### src/rtl/shift_norm_pkg.sv
package shift_norm_pkg;

  typedef enum logic [1:0] {
    SRC_NONE = 2'd0,
    SRC_SV   = 2'd1,
    SRC_RA   = 2'd2,
    SRC_RB   = 2'd3
  } amtSrc_e;

  typedef struct packed {
    amtSrc_e amtSrc;
    logic    doNorm;
    logic    loadA;
    logic    loadB;
    logic    loadFromCnt;
    logic    driveSv;
  } strobes_t;

  localparam logic [3:0] OP_LOAD_A  = 4'h8;
  localparam logic [3:0] OP_LOAD_B  = 4'h9;
  localparam logic [3:0] OP_ASR_SV  = 4'hA;
  localparam logic [3:0] OP_ASR_A   = 4'hB;
  localparam logic [3:0] OP_ASR_B   = 4'hC;
  localparam logic [3:0] OP_NORM    = 4'hD;
  localparam logic [3:0] OP_NORM_A  = 4'hE;
  localparam logic [3:0] OP_NORM_B  = 4'hF;

endpackage

### src/rtl/shift_norm_ctrl.sv
module shift_norm_ctrl
  import shift_norm_pkg::*;
(
  input  logic [3:0] opCode,
  input  logic       svOeN,
  output strobes_t   strb
);

  always_comb begin
    strb = '0;
    strb.amtSrc = SRC_NONE;
    unique case (opCode)
      OP_LOAD_A: strb.loadA = 1'b1;
      OP_LOAD_B: strb.loadB = 1'b1;
      OP_ASR_SV: strb.amtSrc = SRC_SV;
      OP_ASR_A:  strb.amtSrc = SRC_RA;
      OP_ASR_B:  strb.amtSrc = SRC_RB;
      OP_NORM: begin
        strb.doNorm  = 1'b1;
        strb.driveSv = ~svOeN;
      end
      OP_NORM_A: begin
        strb.doNorm      = 1'b1;
        strb.loadA       = 1'b1;
        strb.loadFromCnt = 1'b1;
        strb.driveSv     = ~svOeN;
      end
      OP_NORM_B: begin
        strb.doNorm      = 1'b1;
        strb.loadB       = 1'b1;
        strb.loadFromCnt = 1'b1;
        strb.driveSv     = ~svOeN;
      end
      default: strb = '0;
    endcase
  end

endmodule

### src/rtl/shift_norm_dp.sv
module shift_norm_dp
  import shift_norm_pkg::*;
#(
  parameter int DATA_W  = 16,
  parameter bit REG_OUT = 1'b0
) (
  input  logic                        clk,
  input  logic                        rst,
  input  strobes_t                    strb,
  input  logic [DATA_W-1:0]           dataIn,
  input  logic [$clog2(DATA_W)-1:0]   svIn,
  output logic [DATA_W-1:0]           dataOut,
  output logic [$clog2(DATA_W)-1:0]   svOut,
  output logic                        svDrive
);

  localparam int AMT_W = $clog2(DATA_W);

  logic [AMT_W-1:0]  regA, regB, normCnt, shiftAmt, loadVal;
  logic [DATA_W-1:0] shiftRes;
  logic              hitEdge;

  // Priority encoder: sign-matching bits below the MSB
  always_comb begin
    normCnt = '0;
    hitEdge = 1'b0;
    for (int i = DATA_W - 2; i >= 0; i--) begin
      if (!hitEdge && (dataIn[i] == dataIn[DATA_W-1]))
        normCnt = normCnt + 1'b1;
      else
        hitEdge = 1'b1;
    end
  end

  always_comb begin
    unique case (strb.amtSrc)
      SRC_SV:  shiftAmt = svIn;
      SRC_RA:  shiftAmt = regA;
      SRC_RB:  shiftAmt = regB;
      default: shiftAmt = '0;
    endcase
  end

  always_comb begin
    if (strb.doNorm)
      shiftRes = dataIn << normCnt;
    else
      shiftRes = DATA_W'($signed(dataIn) >>> shiftAmt);
  end

  assign loadVal = strb.loadFromCnt ? normCnt : svIn;

  always_ff @(posedge clk) begin
    if (rst) begin
      regA <= '0;
      regB <= '0;
    end else begin
      if (strb.loadA) regA <= loadVal;
      if (strb.loadB) regB <= loadVal;
    end
  end

  generate
    if (REG_OUT) begin : g_outReg
      always_ff @(posedge clk) begin
        if (rst) dataOut <= '0;
        else     dataOut <= shiftRes;
      end
    end else begin : g_outComb
      assign dataOut = shiftRes;
    end
  endgenerate

  assign svDrive = strb.driveSv;
  assign svOut   = strb.driveSv ? normCnt : '0;

  AST_RESET_REGS: assert property (@(posedge clk)
    rst |=> (regA == '0) && (regB == '0));

  AST_LOAD_A_SV: assert property (@(posedge clk) disable iff (rst)
    (strb.loadA && !strb.loadFromCnt) |=> regA == $past(svIn));

  AST_LOAD_B_SV: assert property (@(posedge clk) disable iff (rst)
    (strb.loadB && !strb.loadFromCnt) |=> regB == $past(svIn));

  AST_NORM_SIGN_SPLIT: assert property (@(posedge clk) disable iff (rst)
    (strb.doNorm && (dataIn != '0) && (dataIn != '1))
      |-> shiftRes[DATA_W-1] != shiftRes[DATA_W-2]);

  AST_REGS_HOLD: assert property (@(posedge clk) disable iff (rst)
    (!strb.loadA && !strb.loadB) |=> $stable(regA) && $stable(regB));

endmodule

### src/rtl/shift_norm_unit.sv
module shift_norm_unit
  import shift_norm_pkg::*;
#(
  parameter int DATA_W  = 16,
  parameter bit REG_OUT = 1'b0
) (
  input  logic                      clk,
  input  logic                      rst,
  input  logic [DATA_W-1:0]         dataIn,
  input  logic [3:0]                opCode,
  input  logic [$clog2(DATA_W)-1:0] svIn,
  input  logic                      svOeN,
  output logic [DATA_W-1:0]         dataOut,
  output logic [$clog2(DATA_W)-1:0] svOut,
  output logic                      svDrive
);

  strobes_t strb;

  shift_norm_ctrl u_ctrl (
    .opCode (opCode),
    .svOeN  (svOeN),
    .strb   (strb)
  );

  shift_norm_dp #(.DATA_W(DATA_W), .REG_OUT(REG_OUT)) u_dp (
    .clk     (clk),
    .rst     (rst),
    .strb    (strb),
    .dataIn  (dataIn),
    .svIn    (svIn),
    .dataOut (dataOut),
    .svOut   (svOut),
    .svDrive (svDrive)
  );

  AST_SV_DRIVE_GATE: assert property (@(posedge clk) disable iff (rst)
    svDrive |-> (!svOeN && (opCode >= OP_NORM)));

  AST_SV_QUIET: assert property (@(posedge clk) disable iff (rst)
    !svDrive |-> (svOut == '0));

endmodule

### config.mk
export PLATFORM = sky130hd
export DESIGN_NAME = shift_norm_unit
export DESIGN_NICKNAME = d
export VERILOG_FILES = /design/src/rtl/shift_norm_pkg.sv /design/src/rtl/shift_norm_ctrl.sv /design/src/rtl/shift_norm_dp.sv /design/src/rtl/shift_norm_unit.sv
export SDC_FILE = /design/constraint.sdc
export NUM_CORES = 1
export LEC_CHECK = 0
export BUFFER_PORTS_ARGS = -buffer_cell sky130_fd_sc_hd__buf_2
export CORE_ASPECT_RATIO = 1.75
export CORE_MARGIN = 2
export CORE_UTILIZATION = 45
export CTS_CLUSTER_SIZE = 30
export DETAILED_ROUTE_END_ITERATION = 12
export PLACE_DENSITY_LB_ADDON = 0.15
export SETUP_SLACK_MARGIN = 0.02
export SYNTH_ARGS = -nofsm -noshare
export SYNTH_HDL_FRONTEND = slang
export SYNTH_SLANG_ARGS = --single-unit
### constraint.sdc
create_clock -name clk -period 17.8 [get_ports clk]
set_input_delay 3.56 -clock clk [delete_from_list [all_inputs] [get_ports clk]]
set_output_delay 3.56 -clock clk [all_outputs]
set_load 0.03 [all_outputs]
* Word level (Yosys, flattened, before mapping)
Index checks and enable logic that the tools add are counted.
** Storage, ports and cells
- Flip-flop bits (word level) :: 8
- Output and inout port bits :: 21
- Bits in latches :: 0
- Memories kept :: 0
- Bits of input ports :: 27
- Word-level logic and storage cells :: 115
- Memory bits (read-only) :: 0
- Bits in writable memories :: 0
** Cells by class
- Divide/modulo/power cells :: 0
- Reductions and logical operators :: 31
- Multiply operators :: 0
- Magnitude comparators :: 0
- Multiplexer cells :: 39
- Shift operators :: 2
- $add $sub $neg :: 14
- Equal/unequal tests :: 26
- Bitwise gates (word level) :: 1
** Operators by type and width (count)
- 4-bit 2-to-1 mux :: 16
- 4-bit by 1-bit adder with 4-bit output (second input constant) :: 14
- 4-bit == test (second input constant) :: 8
- 1-bit 2-to-1 mux :: 20
- 16-bit 2-to-1 mux :: 1
- 16-bit by 4-bit left shift with 16-bit output :: 1
- 16-bit by 4-bit >>> shifter with 16-bit output :: 1
- 1-bit == test :: 15
- 1-bit logical AND :: 14
- 1-bit logical NOT :: 13
- 4-bit case mux with 3 select lines :: 1
- 2-bit case mux with 3 select lines :: 1
- 2-bit OR reduction :: 3
- 2-bit == test (second input constant) :: 2
- 3-bit OR reduction :: 1
- 2-bit by 1-bit == test with 1-bit output (second input constant) :: 1
- 1-bit inverter :: 1

* Logic depth before layout (Yosys ltp)
- Word-level depth :: 44
- Gate-level depth with buffers :: 40
- Mapped depth without buffers :: 36

* Hierarchy
Synthesis repeated with hierarchy kept, for this count alone.
** Second synthesis, totals
- Cells, all modules :: 492
- Area total of the unflattened synthesis :: 3681.0 µm²
** Modules (own cells, without submodules)
- shift_norm_dp :: area an instance 3604.7 µm², cells each 481, seq. area each 160.2 µm², instances 1
- shift_norm_ctrl :: area an instance 76.3 µm², cells each 11, seq. area each 0.0 µm², instances 1

* Least setup slack after synthesis
No wires, ideal clock.
- Path type :: input port to output port
- From :: input port dataIn[15]
- To :: output port dataOut[6]
- Buffers on the path :: 4
- Arrival :: 10.946 ns
- Data required time :: 14.240 ns
- Cell stages on the path :: 39
- Setup slack :: 3.294 ns
- Path through :: buf_2 -> buf_1 -> clkbuf_1 -> nor3_1 -> nor2_1 -> inv_1 -> ha_1 -> a21oi_1 -> nor2_1 -> ha_1 -> o21ai_0 -> o21ai_0 -> inv_1 -> ha_1 -> o21ai_0 -> ha_1 -> clkbuf_1 -> a22oi_1 -> [3 not listed] -> nand2_1 -> ha_1 -> nand2_1 -> o2111a_1 -> a21oi_1 -> nand2_1 -> ha_1 -> o2bb2ai_1 -> mux2i_1 -> ha_1 -> nand2_1 -> xnor2_1 -> nand2_1 -> xor2_1 -> nand3_1 -> xor2_1 -> nor2_1 -> o41ai_1
** On the way
- Cells in the longest elaborated chain, start to end :: 44
- Elaborated cells on any way between the ends :: 88
- Those cells by class :: add/sub (14); eq/ne (15); shift (2); mux (30); reduce/logical (27)
** Ends and longest elaborated chain
- start, declared :: RTL line shift_norm_unit.sv:9 : input logic [DATA_W-1:0] dataIn,
- parallel branches: the longest is 43 deep, another holds 4-bit by 1-bit adder with 4-bit output
- 16-bit 2-to-1 mux * :: RTL line shift_norm_dp.sv:45 : if (strb.doNorm)
- end, declared :: RTL line shift_norm_unit.sv:13 : output logic [DATA_W-1:0] dataOut,
Mark *: on every way between the ends.

* Final worst setup path
- From :: input port dataIn[15]
- To :: output port dataOut[8]
The elaborated chain is that of the path after synthesis.

==> run metrics <==
outcome=finished, final reports clean; worst hold stages=2; top cells by count, synth=68 x mux2i_1, 57 x nand2_1, 55 x nor2_1; crit end category=output pin; Most used DFF post-synth=dfxtp_1; startpoint types=primary input; Cells after Synth=about 520; initial antenna violation count=0; Post-Route Skew=0 ps; router iterations before antenna repair=4; Async SR Flop Fraction=0; RSZ-0062 raised after global routing=no; Power, Total=approximately 170 uW; most numerous cell in the Yosys netlist=mux2i_1; drt initial violations=approximately 260; largest net degree at the start of global routing=52; pwr dens=43.8 nW/um^2; routed wire length=approximately 11 mm; vias per inst=between 6 and 7; min-delay src=u_dp.regA[3]$_SDFFE_PP0P_; Max clock buf depth=2; Mapped Area=approximately 3500 sq um; # setup viols final=0; CTS root buffer=clkbuf_16; Antenna diodes=0; worst hold path type=flip-flop to flip-flop; Routed WL per cell=approximately 18 um; syn_area_per_cell=6.80 sq um; CP max FO=just over 50; fin worst setup slack=about 2700 ps; io pins=48; cts hold-fix bufs=0; hpwl dp=9.31 mm; Syn Nets=between 500 and 600; most used cell, CP=ha_1; vias in the first global route=3761; kind of critical path=primary input to output pin; Max transition margin=0.212; EDFF count, synth=0; routed via count=a little under 4000; flops & latches, synth=8; initial core utilization=0.463; min cycle time layout=around 15000 ps; clk slew on worst S/H paths=40 ps; Crit path largest cell delay=approximately 900 ps; area leader, netlist=mux2i_1; share of layout cells above drive strength 1=0.163; R2R Path End=u_dp.regB[0]$_SDFFE_PP0P_; max cap viols=0; Synth Warn #=0; GRT overflow=0; largest cells by area after synthesis=mux2i_1 19%, nand2_1 6.1%, nor2_1 5.9%, a21oi_1 5.9%, dfxtp_1 4.6%; Peak VDD IR=between 0.03 and 0.04 mV; hold_ws=between 400 and 500 ps; synthesis-to-layout area growth=8.35%; Routability Congestion=between 0.9 and 1; Resized cells post-CTS=0; final setup TNS=0 ps; DP Worst Slack=2740 ps; Final nets=around 570; dpl cells=618; Die Ht=~120 um; antenna-violating nets left=0; post-synth cell types=between 70 and 80; setup repair bufs after CTS=0; Static Leak=0.00186 uW; Clock Sinks=8; global-route wire length before repair=18.4 mm; die width=70.7 um; Worst EP arrival=roughly 12000 ps; maximum operating frequency=around 66 MHz; TritonCTS clock tree=done; Tcrit/Tclk final=0.851; core area=~7600 sq um; # DRC=0; Yosys top cell area share=0.194; RR Startpoint=u_dp.regB[0]$_SDFFE_PP0P_; hold worst-path end=u_dp.regA[3]$_SDFFE_PP0P_; Rows=between 40 and 50; Max Slew Vio Count=0; Fin. Hold Viols=0; CP required=approximately 14000 ps; PortBufs=between 40 and 50; H-tree depth=1; Worst-Skew Late Latency=around 240 ps; final std cells w/o fill=621; GRT Overall Usage=0.265; CP max-delay cell=xnor2_1; die area=roughly 8500 sq um; CTS Buf Count=3; Seq/Total Area, Yosys=0.0457; R2R cell count=2; Worst Tran Pin Value=1180 ps; reg2reg setup slack=roughly 17000 ps
-- stage by stage --
step            util  area [sq um]
2_1_floorplan      -          3510
3_3_place_gp   0.492          3720
3_5_place_dp   0.492          3720
4_1_cts        0.502          3800
5_1_grt        0.502          3800
6_report       0.502          3800
-- worst max-delay path, delay by kind of cell --
kind | cells | cell delay, ps
adder cells (fa/ha/maj) | 7 | 2310
multiplexers | 2 | 600
XOR/XNOR | 3 | 1180
buffers and inverters | 3 | 930
AO/OA/AOI/OAI | 13 | 1890
AND/OR/NAND/NOR | 10 | 1110
-- cell usage in the layout, fill, tap and decap left out, types with 4 or more instances in the layout --
cell	netlist	layout
a211o_1	5	5
a211oi_1	9	9
a21o_1	8	8
a21oi_1	41	39
a31oi_1	6	6
and2_1	6	6
and3_1	5	5
buf_2	6	47
dfxtp_1	8	8
ha_1	12	12
inv_1	18	18
mux2_2	14	14
mux2i_1	68	68
nand2_1	57	57
nand2b_1	8	8
nand3_1	18	18
nor2_1	55	55
nor2b_1	5	5
nor3_1	19	19
nor4_1	4	4
o211ai_1	7	7
o21ai_0	25	25
o22a_1	4	4
or2_2	6	6
or3_1	4	4
xnor2_1	12	12
xor2_1	5	5
-- per-layer routing --
metal / part of all wire / global-route usage / up-vias
met4: 0.052 / 0.142 / 0
met5: 0 / 0 / -
met3: 0.034 / 0.0242 / 37
met1: 0.36 / 0.272 / 1876
met2: 0.55 / 0.512 / 105
li1: - / - / 1937
-- cell type report --
cell class                 instances  area [sq um]
multi-input combinational        455          3140
fill                             793          3770
sequential                         8           160
tap                               88           110
timing repair buffer              49           250
inverter                          18          67.6
clock buffer                       3          75.1
-- power by group --
part / total, uW / internal (uW) / switching (uW) / leakage (uW)
logic: 109 / 39.7 / 68.9 / 0.00175
clock network: 38.6 / 29.0 / 9.55 / 0.0000370
registers: 19.5 / 19.0 / 0.538 / 0.0000652
-- state kept, by name, summed over array words and instances, names as in the netlist --
| signal | count |
|---|---|
| u_dp.regA | 4 |
| u_dp.regB | 4 |
-- logic make-up (layout without fill, tap and decap cells) --
family | count (synthesis) | after routing | synth area share
compound gates | 139 | 139 | 0.271
xor+xnor | 17 | 17 | 0.0425
fa+ha+maj | 12 | 12 | 0.0428
buf+inv | 53 | 70 | 0.0621
flops | 8 | 8 | 0.0457
mux | 86 | 86 | 0.259
simple gates | 201 | 201 | 0.277
-- worst max-delay path by stage --
stage / start / endpoint / slack [ps]
after floorplan: dataIn[15] / dataOut[6] / 3290
after global placement: dataIn[15] / dataOut[8] / 2940
after detailed placement: dataIn[15] / dataOut[8] / 2740
after CTS: dataIn[15] / dataOut[8] / 2740
after global routing: dataIn[15] / dataOut[8] / 1780
final: dataIn[15] / dataOut[8] / 2650
No activity file was read; power rests on OpenSTA's default activity.
